[config.mk]
export PLATFORM = sky130hd
export DESIGN_NAME = frame_feed_ctrl
export DESIGN_NICKNAME = d
export VERILOG_FILES = /design/src/rtl/vff_pkg.sv /design/src/rtl/vff_edge_sync.sv /design/src/rtl/vff_decode.sv /design/src/rtl/vff_regs.sv /design/src/rtl/frame_feed_ctrl.sv
export SDC_FILE = /design/constraint.sdc
export NUM_CORES = 1
export LEC_CHECK = 0
export ABC_AREA = 0
export ABC_CLOCK_PERIOD_IN_PS = 4700
export CORE_MARGIN = 3
export CORE_UTILIZATION = 40
export DETAILED_ROUTE_END_ITERATION = 10
export DONT_BUFFER_PORTS = 1
export HOLD_SLACK_MARGIN = 0.02
export PLACE_DENSITY = 0.57
export RECOVER_POWER = 25
export REMOVE_ABC_BUFFERS = 1
export SETUP_SLACK_MARGIN = 0.2
export SYNTH_ARGS = -nofsm -noshare
export SYNTH_HDL_FRONTEND = slang
export SYNTH_HIERARCHICAL = 1
export SYNTH_SLANG_ARGS = --single-unit
[constraint.sdc]
create_clock -name clk -period 4.7 [get_ports clk]
set_clock_uncertainty 0.15 [all_clocks]
set_input_delay 0.47 -clock clk [delete_from_list [all_inputs] [get_ports clk]]
set_output_delay 0.47 -clock clk [all_outputs]
set_load 0.005 [all_outputs]
[src/rtl/vff_pkg.sv]
package vff_pkg;
  localparam int unsigned CTRL_PEND = 0;
  localparam int unsigned CTRL_EN   = 1;
  localparam int unsigned CTRL_FRST = 2;

  localparam int unsigned ST_ACT   = 0;
  localparam int unsigned ST_PEND  = 1;
  localparam int unsigned ST_UFL   = 2;
  localparam int unsigned ST_HFA   = 3;
  localparam int unsigned ST_HFB   = 4;
  localparam int unsigned ST_RBUSY = 5;

  typedef enum logic [1:0] {
    SEL_NONE = 2'd0,
    SEL_CTRL = 2'd1,
    SEL_STAT = 2'd2
  } reg_sel_e;
endpackage

[src/rtl/vff_edge_sync.sv]
module vff_edge_sync #(
  parameter int unsigned SYNC_STAGES = 2
) (
  input  logic clk,
  input  logic rst_n,
  input  logic async_in,
  output logic pulse_o
);
  logic [SYNC_STAGES:0] sh_q, sh_d;

  always_comb begin
    sh_d = {sh_q[SYNC_STAGES-1:0], async_in};
  end

  always_ff @(posedge clk or negedge rst_n) begin
    if (!rst_n) sh_q <= '0;
    else        sh_q <= sh_d;
  end

  // rising edge seen on the last synchronizer stage
  assign pulse_o = sh_q[SYNC_STAGES-1] & ~sh_q[SYNC_STAGES];
endmodule

[src/rtl/vff_decode.sv]
module vff_decode import vff_pkg::*; #(
  parameter int unsigned AW           = 16,
  parameter int unsigned WIN_BITS     = 14,
  parameter logic [AW-WIN_BITS-1:0] FRAME_TOP = '0,
  parameter int unsigned REGION_BYTES = 15000,
  parameter logic [AW-1:0] CTRL_ADDR  = 16'hFF00,
  parameter logic [AW-1:0] STAT_ADDR  = 16'hFF01
) (
  input  logic          bus_cs,
  input  logic          bus_rd,
  input  logic [AW-1:0] bus_addr,
  input  logic          active,
  input  logic          block,
  output logic          cap_wr,
  output reg_sel_e      sel
);
  localparam int unsigned TW = AW - WIN_BITS;
  localparam logic [WIN_BITS:0] LIMIT = (WIN_BITS+1)'(REGION_BYTES);

  logic [1:0] in_win;
  logic       off_ok;

  for (genvar k = 0; k < 2; k++) begin : g_win
    localparam logic [TW-1:0] TAG = FRAME_TOP + TW'(k);
    assign in_win[k] = (bus_addr[AW-1:WIN_BITS] == TAG);
  end

  always_comb begin
    off_ok = ({1'b0, bus_addr[WIN_BITS-1:0]} < LIMIT);
    cap_wr = bus_cs & bus_rd & in_win[active] & off_ok & ~block;
    if (bus_addr == CTRL_ADDR)      sel = SEL_CTRL;
    else if (bus_addr == STAT_ADDR) sel = SEL_STAT;
    else                            sel = SEL_NONE;
  end
endmodule

[src/rtl/vff_regs.sv]
module vff_regs import vff_pkg::*; #(
  parameter int unsigned RST_CYCLES = 4
) (
  input  logic       clk,
  input  logic       rst_n,
  input  logic       reg_we,
  input  logic       reg_re,
  input  reg_sel_e   sel,
  input  logic [7:0] wdata,
  input  logic       frame_pulse,
  input  logic       hf_a_n,
  input  logic       hf_b_n,
  input  logic       empty_a,
  input  logic       empty_b,
  output logic       active,
  output logic       vid_en,
  output logic       fifo_rst,
  output logic [7:0] rdata
);
  localparam int unsigned CW = $clog2(RST_CYCLES + 1);

  logic          pend_q, pend_d, en_q, en_d, act_q, act_d;
  logic          run_q, run_d, ufl_q, ufl_d;
  logic [CW-1:0] rcnt_q, rcnt_d;
  logic          ctrl_we, stat_we, starve, cnt_en;

  always_comb begin
    ctrl_we = reg_we && (sel == SEL_CTRL);
    stat_we = reg_we && (sel == SEL_STAT);
    starve  = run_q && (empty_a || empty_b) && (rcnt_q == '0);
    cnt_en  = (rcnt_q != '0) || (ctrl_we && wdata[CTRL_FRST]);
    pend_d  = pend_q;
    en_d    = en_q;
    act_d   = act_q;
    run_d   = run_q;
    ufl_d   = ufl_q;
    rcnt_d  = rcnt_q;
    if (rcnt_q != '0) rcnt_d = rcnt_q - CW'(1);
    if (ctrl_we) begin
      pend_d = wdata[CTRL_PEND];
      en_d   = wdata[CTRL_EN];
      if (wdata[CTRL_FRST]) rcnt_d = CW'(RST_CYCLES);
    end
    if (frame_pulse) begin
      act_d = pend_q;
      run_d = en_q;
    end
    if (stat_we && wdata[ST_UFL]) ufl_d = 1'b0;
    if (starve) begin
      ufl_d = 1'b1;
      run_d = 1'b0;
    end
  end

  always_ff @(posedge clk or negedge rst_n) begin
    if (!rst_n) begin
      pend_q <= 1'b0;
      en_q   <= 1'b0;
      act_q  <= 1'b0;
      run_q  <= 1'b0;
      ufl_q  <= 1'b0;
      rcnt_q <= '0;
    end else begin
      pend_q <= pend_d;
      en_q   <= en_d;
      act_q  <= act_d;
      run_q  <= run_d;
      ufl_q  <= ufl_d;
      if (cnt_en) rcnt_q <= rcnt_d;
    end
  end

  assign active   = act_q;
  assign vid_en   = en_q;
  assign fifo_rst = (rcnt_q != '0);

  always_comb begin
    rdata = '0;
    if (reg_re) begin
      case (sel)
        SEL_CTRL: begin
          rdata[CTRL_PEND] = pend_q;
          rdata[CTRL_EN]   = en_q;
        end
        SEL_STAT: begin
          rdata[ST_ACT]   = act_q;
          rdata[ST_PEND]  = pend_q;
          rdata[ST_UFL]   = ufl_q;
          rdata[ST_HFA]   = ~hf_a_n;
          rdata[ST_HFB]   = ~hf_b_n;
          rdata[ST_RBUSY] = fifo_rst;
        end
        default: rdata = '0;
      endcase
    end
  end

  // region changes only after a synchronized frame end
  a_r4_swap_at_frame: assert property (@(posedge clk) disable iff (!rst_n)
    !frame_pulse |=> $stable(act_q));

  // a flush lasts at least two cycles
  a_r6_rst_min_two: assert property (@(posedge clk) disable iff (!rst_n)
    $rose(fifo_rst) |=> fifo_rst);

  // running video with an empty FIFO latches underflow
  a_r7_ufl_latch: assert property (@(posedge clk) disable iff (!rst_n)
    (run_q && (empty_a || empty_b) && !fifo_rst) |=> ufl_q);
endmodule

[src/rtl/frame_feed_ctrl.sv]
module frame_feed_ctrl import vff_pkg::*; #(
  parameter int unsigned AW           = 16,
  parameter int unsigned WIN_BITS     = 14,
  parameter logic [AW-WIN_BITS-1:0] FRAME_TOP = '0,
  parameter int unsigned REGION_BYTES = 15000,
  parameter logic [AW-1:0] CTRL_ADDR  = 16'hFF00,
  parameter logic [AW-1:0] STAT_ADDR  = 16'hFF01,
  parameter int unsigned RST_CYCLES   = 4,
  parameter int unsigned SYNC_STAGES  = 2
) (
  input  logic          clk,
  input  logic          rst_n,
  input  logic          bus_cs,
  input  logic          bus_rd,
  input  logic [AW-1:0] bus_addr,
  input  logic [7:0]    bus_wdata,
  input  logic          fifo_a_half_n,
  input  logic          fifo_b_half_n,
  input  logic          fifo_a_empty,
  input  logic          fifo_b_empty,
  input  logic          frame_end_async,
  output logic          fifo_a_wr,
  output logic          fifo_b_wr,
  output logic          fifo_rst,
  output logic          irq,
  output logic          vid_en,
  output logic [7:0]    reg_rdata
);
  logic     frame_pulse, active, cap_wr, irq_q, irq_d;
  reg_sel_e sel;

  vff_edge_sync #(.SYNC_STAGES(SYNC_STAGES)) u_sync (
    .clk(clk), .rst_n(rst_n), .async_in(frame_end_async), .pulse_o(frame_pulse));

  vff_decode #(
    .AW(AW), .WIN_BITS(WIN_BITS), .FRAME_TOP(FRAME_TOP),
    .REGION_BYTES(REGION_BYTES), .CTRL_ADDR(CTRL_ADDR), .STAT_ADDR(STAT_ADDR)
  ) u_dec (
    .bus_cs(bus_cs), .bus_rd(bus_rd), .bus_addr(bus_addr), .active(active),
    .block(fifo_rst), .cap_wr(cap_wr), .sel(sel));

  vff_regs #(.RST_CYCLES(RST_CYCLES)) u_regs (
    .clk(clk), .rst_n(rst_n), .reg_we(bus_cs & ~bus_rd), .reg_re(bus_cs & bus_rd),
    .sel(sel), .wdata(bus_wdata), .frame_pulse(frame_pulse),
    .hf_a_n(fifo_a_half_n), .hf_b_n(fifo_b_half_n),
    .empty_a(fifo_a_empty), .empty_b(fifo_b_empty),
    .active(active), .vid_en(vid_en), .fifo_rst(fifo_rst), .rdata(reg_rdata));

  always_comb irq_d = fifo_a_half_n & fifo_b_half_n;

  always_ff @(posedge clk or negedge rst_n) begin
    if (!rst_n) irq_q <= 1'b0;
    else        irq_q <= irq_d;
  end

  assign irq       = irq_q;
  assign fifo_a_wr = cap_wr;
  assign fifo_b_wr = cap_wr;

  // interrupt tracks both half flags one cycle later
  a_r5_irq_on: assert property (@(posedge clk) disable iff (!rst_n)
    (fifo_a_half_n && fifo_b_half_n) |=> irq);
  a_r5_irq_off: assert property (@(posedge clk) disable iff (!rst_n)
    !(fifo_a_half_n && fifo_b_half_n) |=> !irq);

  // no capture while the FIFOs are flushed
  a_r6_no_wr_in_rst: assert property (@(posedge clk) disable iff (!rst_n)
    fifo_rst |-> !(fifo_a_wr || fifo_b_wr));

  // writes never capture
  a_r2_no_wr_on_write: assert property (@(posedge clk) disable iff (!rst_n)
    (bus_cs && !bus_rd) |-> !(fifo_a_wr || fifo_b_wr));
endmodule

# ---- Word-level counts from Yosys, hierarchy flattened
# Index checks and enable logic that the tools add are counted.
dict set report classes {
  addsub 1
  order_cmp 2
  eq_ne 5
  muxes 14
  bitwise_logic 12
  n_reduce_logical 13
}
# op count
set ops {}
lappend ops {{$eq 16x16->1 const B} 2}
lappend ops {{$lt 14x14->1 const B} 1}
lappend ops {{$mux 3} 3}
lappend ops {{$and 1x1->1} 7}
lappend ops {{$logic_and 1x1->1} 6}
lappend ops {{$mux 1} 6}
lappend ops {{$mux 6} 1}
lappend ops {{$not 1->1} 5}
lappend ops {{$eq 2x1->1 const B} 2}
lappend ops {{$mux 2} 2}
lappend ops {{$mux 4} 1}
lappend ops {{$pmux 2 s2} 1}
lappend ops {{$reduce_bool 2->1} 2}
lappend ops {{$logic_not 3->1} 1}
lappend ops {{$reduce_bool 3->1} 1}
lappend ops {{$sub 3x1->3 const B} 1}
lappend ops {{$eq 2x2->1 const B} 1}
lappend ops {{$logic_not 2->1} 1}
lappend ops {{$logic_or 1x1->1} 2}
lappend ops {{$lt 1x2->1 const B} 1}
dict set report word_totals {
  reg_bits 12
  output_inout_bits 13
}

# ---- Depth between registers and ports, before layout
dict set report depth {
  word_depth 8
  ltp_mapped 8
  ltp_nobuf 8
}

# ---- By module
# Netlist, hierarchy kept.
# mod n_inst cells_per_inst area_per_inst_um2 seq_area_each_um2
set by_module_without_submodules {}
lappend by_module_without_submodules {vff_regs 1 50 478.0 200.2}
lappend by_module_without_submodules {vff_decode 1 17 106.4 0.0}
lappend by_module_without_submodules {vff_edge_sync 1 4 88.8 75.1}
lappend by_module_without_submodules {frame_feed_ctrl 1 5 55.1 25.0}

# ---- Worst setup path after synthesis
# No wires, ideal clock.
dict set report synth_path {
  path_type {input port to output port}
  from {in bus_addr[1]}
  to {out reg_rdata[0]}
  arrival_ps 1912
  slack_ps 2168
  cell_stages 6
  n_path_buf 0
  path_cell_list {or4_4 nor4_1 inv_1 ha_1 nand2b_1 nor2_1}
}
# element line
set synth_rtl {}
lappend synth_rtl {{start, declared} frame_feed_ctrl.sv:15} ;# input logic [AW-1:0] bus_addr,
lappend synth_rtl {{$eq 16x16->1 *} vff_decode.sv:31} ;# if (bus_addr == CTRL_ADDR) sel = SEL_CTRL;
lappend synth_rtl {{$mux 2 *} vff_decode.sv:31}
lappend synth_rtl {{via sel[0]} frame_feed_ctrl.sv:30} ;# reg_sel_e sel;
lappend synth_rtl {{$eq 2x2->1 or $eq 2x1->1 (tied branches)} vff_regs.sv:80} ;# case (sel)
lappend synth_rtl {{$pmux 2 s2 *} vff_regs.sv:80}
lappend synth_rtl {{$mux 6 *} vff_regs.sv:79} ;# if (reg_re) begin
lappend synth_rtl {{end, declared} frame_feed_ctrl.sv:27} ;# output logic [7:0] reg_rdata
# The timed path passes the listed nets; every way through them passes the cells marked *.

# ---- Worst setup path in the final report
# Same ends and word-level chain as after synthesis.

==> flow_summary.ini <==
[status]
status = finished, final reports clean

[yosys]
synth_enable_flop_cells = 0
seq_area_frac_synth_pct = 41.24
async_flop_share_pct = 100.0
synth_largest_area_cell = sky130_fd_sc_hd__dfrtp_1
netlist_area_sq_um = 728.2
ys_ff_latch = 12
syn_inst = 76
synth.top_cell.area_share_pct = 41.24
yosys_warnings = 6
syn_area_per_cell_sq_um = 9.582
post_synth_main_area_contributors = sky130_fd_sc_hd__dfrtp_1 41%, sky130_fd_sc_hd__ha_1 6.9%, sky130_fd_sc_hd__nor2_1 4.6%
distinct_cells_synth = 28
synth_flop_cell = sky130_fd_sc_hd__dfrtp_1

[die]
rows = 14
pin_count = 46
design.core.area_sq_mm = 0.001612
vert_die_dim_um = 48.67
floorplan.initialDensity_pct = 45.19
design.die.area_sq_mm = 0.002368
dieWidth_um = 48.67

[place]
gpl.final_weighted_congestion = 0.7554
numPlacedInstances = 98
place_ws_ps = 2032
buffer_ports.inserted = 0
dpl-instance-area_sq_um = 739.5
dp.final_hpwl_mm = 1.144

[flow_run]
maxCapViolations = 0

[cts]
clk_transition_reported_paths_ps = 60
htree_num_levels = 1
cts.path.max_buffers = 2
post_cts_buffers = 0
cts_inserted_buffers = 3
clk_root_buf = sky130_fd_sc_hd__clkbuf_4
clock_latency_ps = 270
numClockSinks = 12
post_cts_resize_count = 0
cts_tree = built

[route]
drt-vias-per-instance = 5.216
route.final.wire_length_mm = 1.373
detail-route-antenna-nets = 0
drt_drc_violations_left = 0
drt_pass1_iterations = 4
wire_per_inst_um = 13.46
detailroute.via_count = 532
detail_route.iter0.violations = 12

[setup_path]
reg2reg_setup_slack_ps = 3310
endpoint = reg_rdata[0]
crit-reg2reg-capture = u_regs/run_q$_DFFE_PN0P_
kind_of_launch_point_of_the_worst_setup_path = primary input
endpoint_class_of_the_critical_path = primary output
critPathLaunch = bus_addr[1]
r2r_start = u_regs/rcnt_q[0]$_DFFE_PN0P_
critical_path_peak_fanout = 2
crit_path_max_incr_delay_ps = 520
crit_arrival_ps = 2020
timing.critical_path.cells = or4_4 -> nor4_1 -> inv_1 -> ha_1 -> nand2b_1 -> nor2_1
required_arrival_time_at_the_worst_endpoint_ps = 4080
stages_on_the_worst_setup_path = 6
worst-setup-path-type = primary input to primary output
crit_slowest_cell = sky130_fd_sc_hd__or4_4
worst_r2r_path_depth = 5
path_buf_inv = 1
path_delay_family = simple AND/OR/NAND/NOR gates

[sta]
period_needed_ps = 2643
layout_worst_path_cycle_share_pct = 56.24
relSlewSlack_pct = 64.68
hold_ws_ps = 80.71
final_hold_viols = 0
worst_slack_ps = 2057
worst_slew_pin_slew_ps = 528.1
setup_repair_after_global_routing_missed_its_margin = no
count_of_pins_over_their_slew_limit = 0
fin_setup_tns_ps = 0
fmax_ghz = 0.3784
setup_viol_count_final = 0

[final_layout]
stdcell_area_sq_um = 764.5
diodes = 0
post_route_cells_drive_above_1_share_pct = 15.38
final_cells = 102
final_stage_net_count = 117
filler_cell_count = 179
mostFrequentLayoutCells = 12 x sky130_fd_sc_hd__dfrtp_1, 9 x sky130_fd_sc_hd__nor2_1, 7 x sky130_fd_sc_hd__inv_1
layout_commonest_cell = sky130_fd_sc_hd__dfrtp_1
synthToLayoutAreaGrowth_pct = 4.983
fin_util_pct = 47.44

[power]
p_leak_nw = 0.3444
power.ir.vdd_worst_v = 0.0002621
pwr_density_cell_mw_per_mm2 = 368.5
totalPowerFinal_mw = 0.2817

[global_route]
grt_overflow = 0
number_of_global_route_vias_before_repair = 566
grt_antenna_before_repair = 0
grtUsageTotal_pct = 12.54
grt_pass1_wl_mm = 2.283
grt_max_degree = 13

[hold_path]
hp-class = primary input to register
[cell usage after synthesis (3+ instances only)]
library cell / instances
sky130_fd_sc_hd__a22oi_1: 3
sky130_fd_sc_hd__and3_1: 3
sky130_fd_sc_hd__nor2_1: 9
sky130_fd_sc_hd__dfrtp_1: 12
sky130_fd_sc_hd__buf_4: 3
sky130_fd_sc_hd__ha_1: 4
sky130_fd_sc_hd__mux2_2: 3
sky130_fd_sc_hd__nand2_1: 6
sky130_fd_sc_hd__inv_1: 7
sky130_fd_sc_hd__nor4_1: 3
[registers in the layout (all words and copies together), names as in the netlist]
signal         flops
u_regs/ufl_q       1
u_regs/active      1
u_sync/sh_q        3
irq                1
u_regs/vid_en      1
u_regs/rcnt_q      3
u_regs/run_q       1
u_regs/pend_q      1
[final cells by class]
class	count	area (sq um)	share of cell area [%]
multi-input combinational	54	371.6	48.61
inverter	8	30.03	3.928
clock buffer	3	22.52	2.946
timing repair buffer	1	10.01	1.309
sequential	12	300.3	39.28
tap	24	30.03	3.928
[worst min path at each step]
stage                          from                        to  slack, ps  cells past startpoint
floorplan                     rst_n             irq$_DFF_PN0_         20                      0
global placement              rst_n  u_sync/sh_q[0]$_DFF_PN0_         20                      0
detailed placement            rst_n  u_sync/sh_q[0]$_DFF_PN0_         20                      0
CTS                 frame_end_async  u_sync/sh_q[0]$_DFF_PN0_         70                      0
global route        frame_end_async  u_sync/sh_q[0]$_DFF_PN0_         60                      0
finish              frame_end_async  u_sync/sh_q[0]$_DFF_PN0_         80                      0
[timing repair]
action	CTS	global route
setup endpoints to repair	0	0
hold buffers	1	0
endpoints found under the hold margin	12	0
[cells by family (layout without fill, tap and decap cells)]
| kind of cell | Yosys count | in the layout | synth area share (%) |
|---|---|---|---|
| multiplexers | 3 | 3 | 4.639 |
| flip-flops | 12 | 12 | 41.24 |
| AO/OA/AOI/OAI | 10 | 10 | 9.966 |
| XOR/XNOR | 2 | 2 | 2.406 |
| other | 1 | 2 | 0.5150 |
| buffers and inverters | 11 | 12 | 7.216 |
| AND/OR/NAND/NOR | 33 | 33 | 27.15 |
| adder cells (fa/ha/maj) | 4 | 4 | 6.873 |
[routing by layer]
layer  up-vias  GRT usage (%)  share of wire, %
met4         0          2.844                 0
met1       253          12.93                40
li1        258              -                 -
met5         -              0                 0
met3         0          7.055               9.0
met2        21          21.95                51
[where the power goes]
part,leakage (nW),switching [mW],internal (mW)
logic,0.184,0.0454,0.0412
clock network,0.0138,0.0304,0.0296
registers,0.147,0.0107,0.124
[worst register-to-register path, cell delays in order (launching register included)]
cell                       delay [ps]
sky130_fd_sc_hd__dfrtp_1          360
sky130_fd_sc_hd__inv_1            100
sky130_fd_sc_hd__ha_1             180
sky130_fd_sc_hd__nor2b_4          210
sky130_fd_sc_hd__o211ai_1         130
sky130_fd_sc_hd__o211a_1          140
Note: power is estimated with default switching activity, not from simulation.
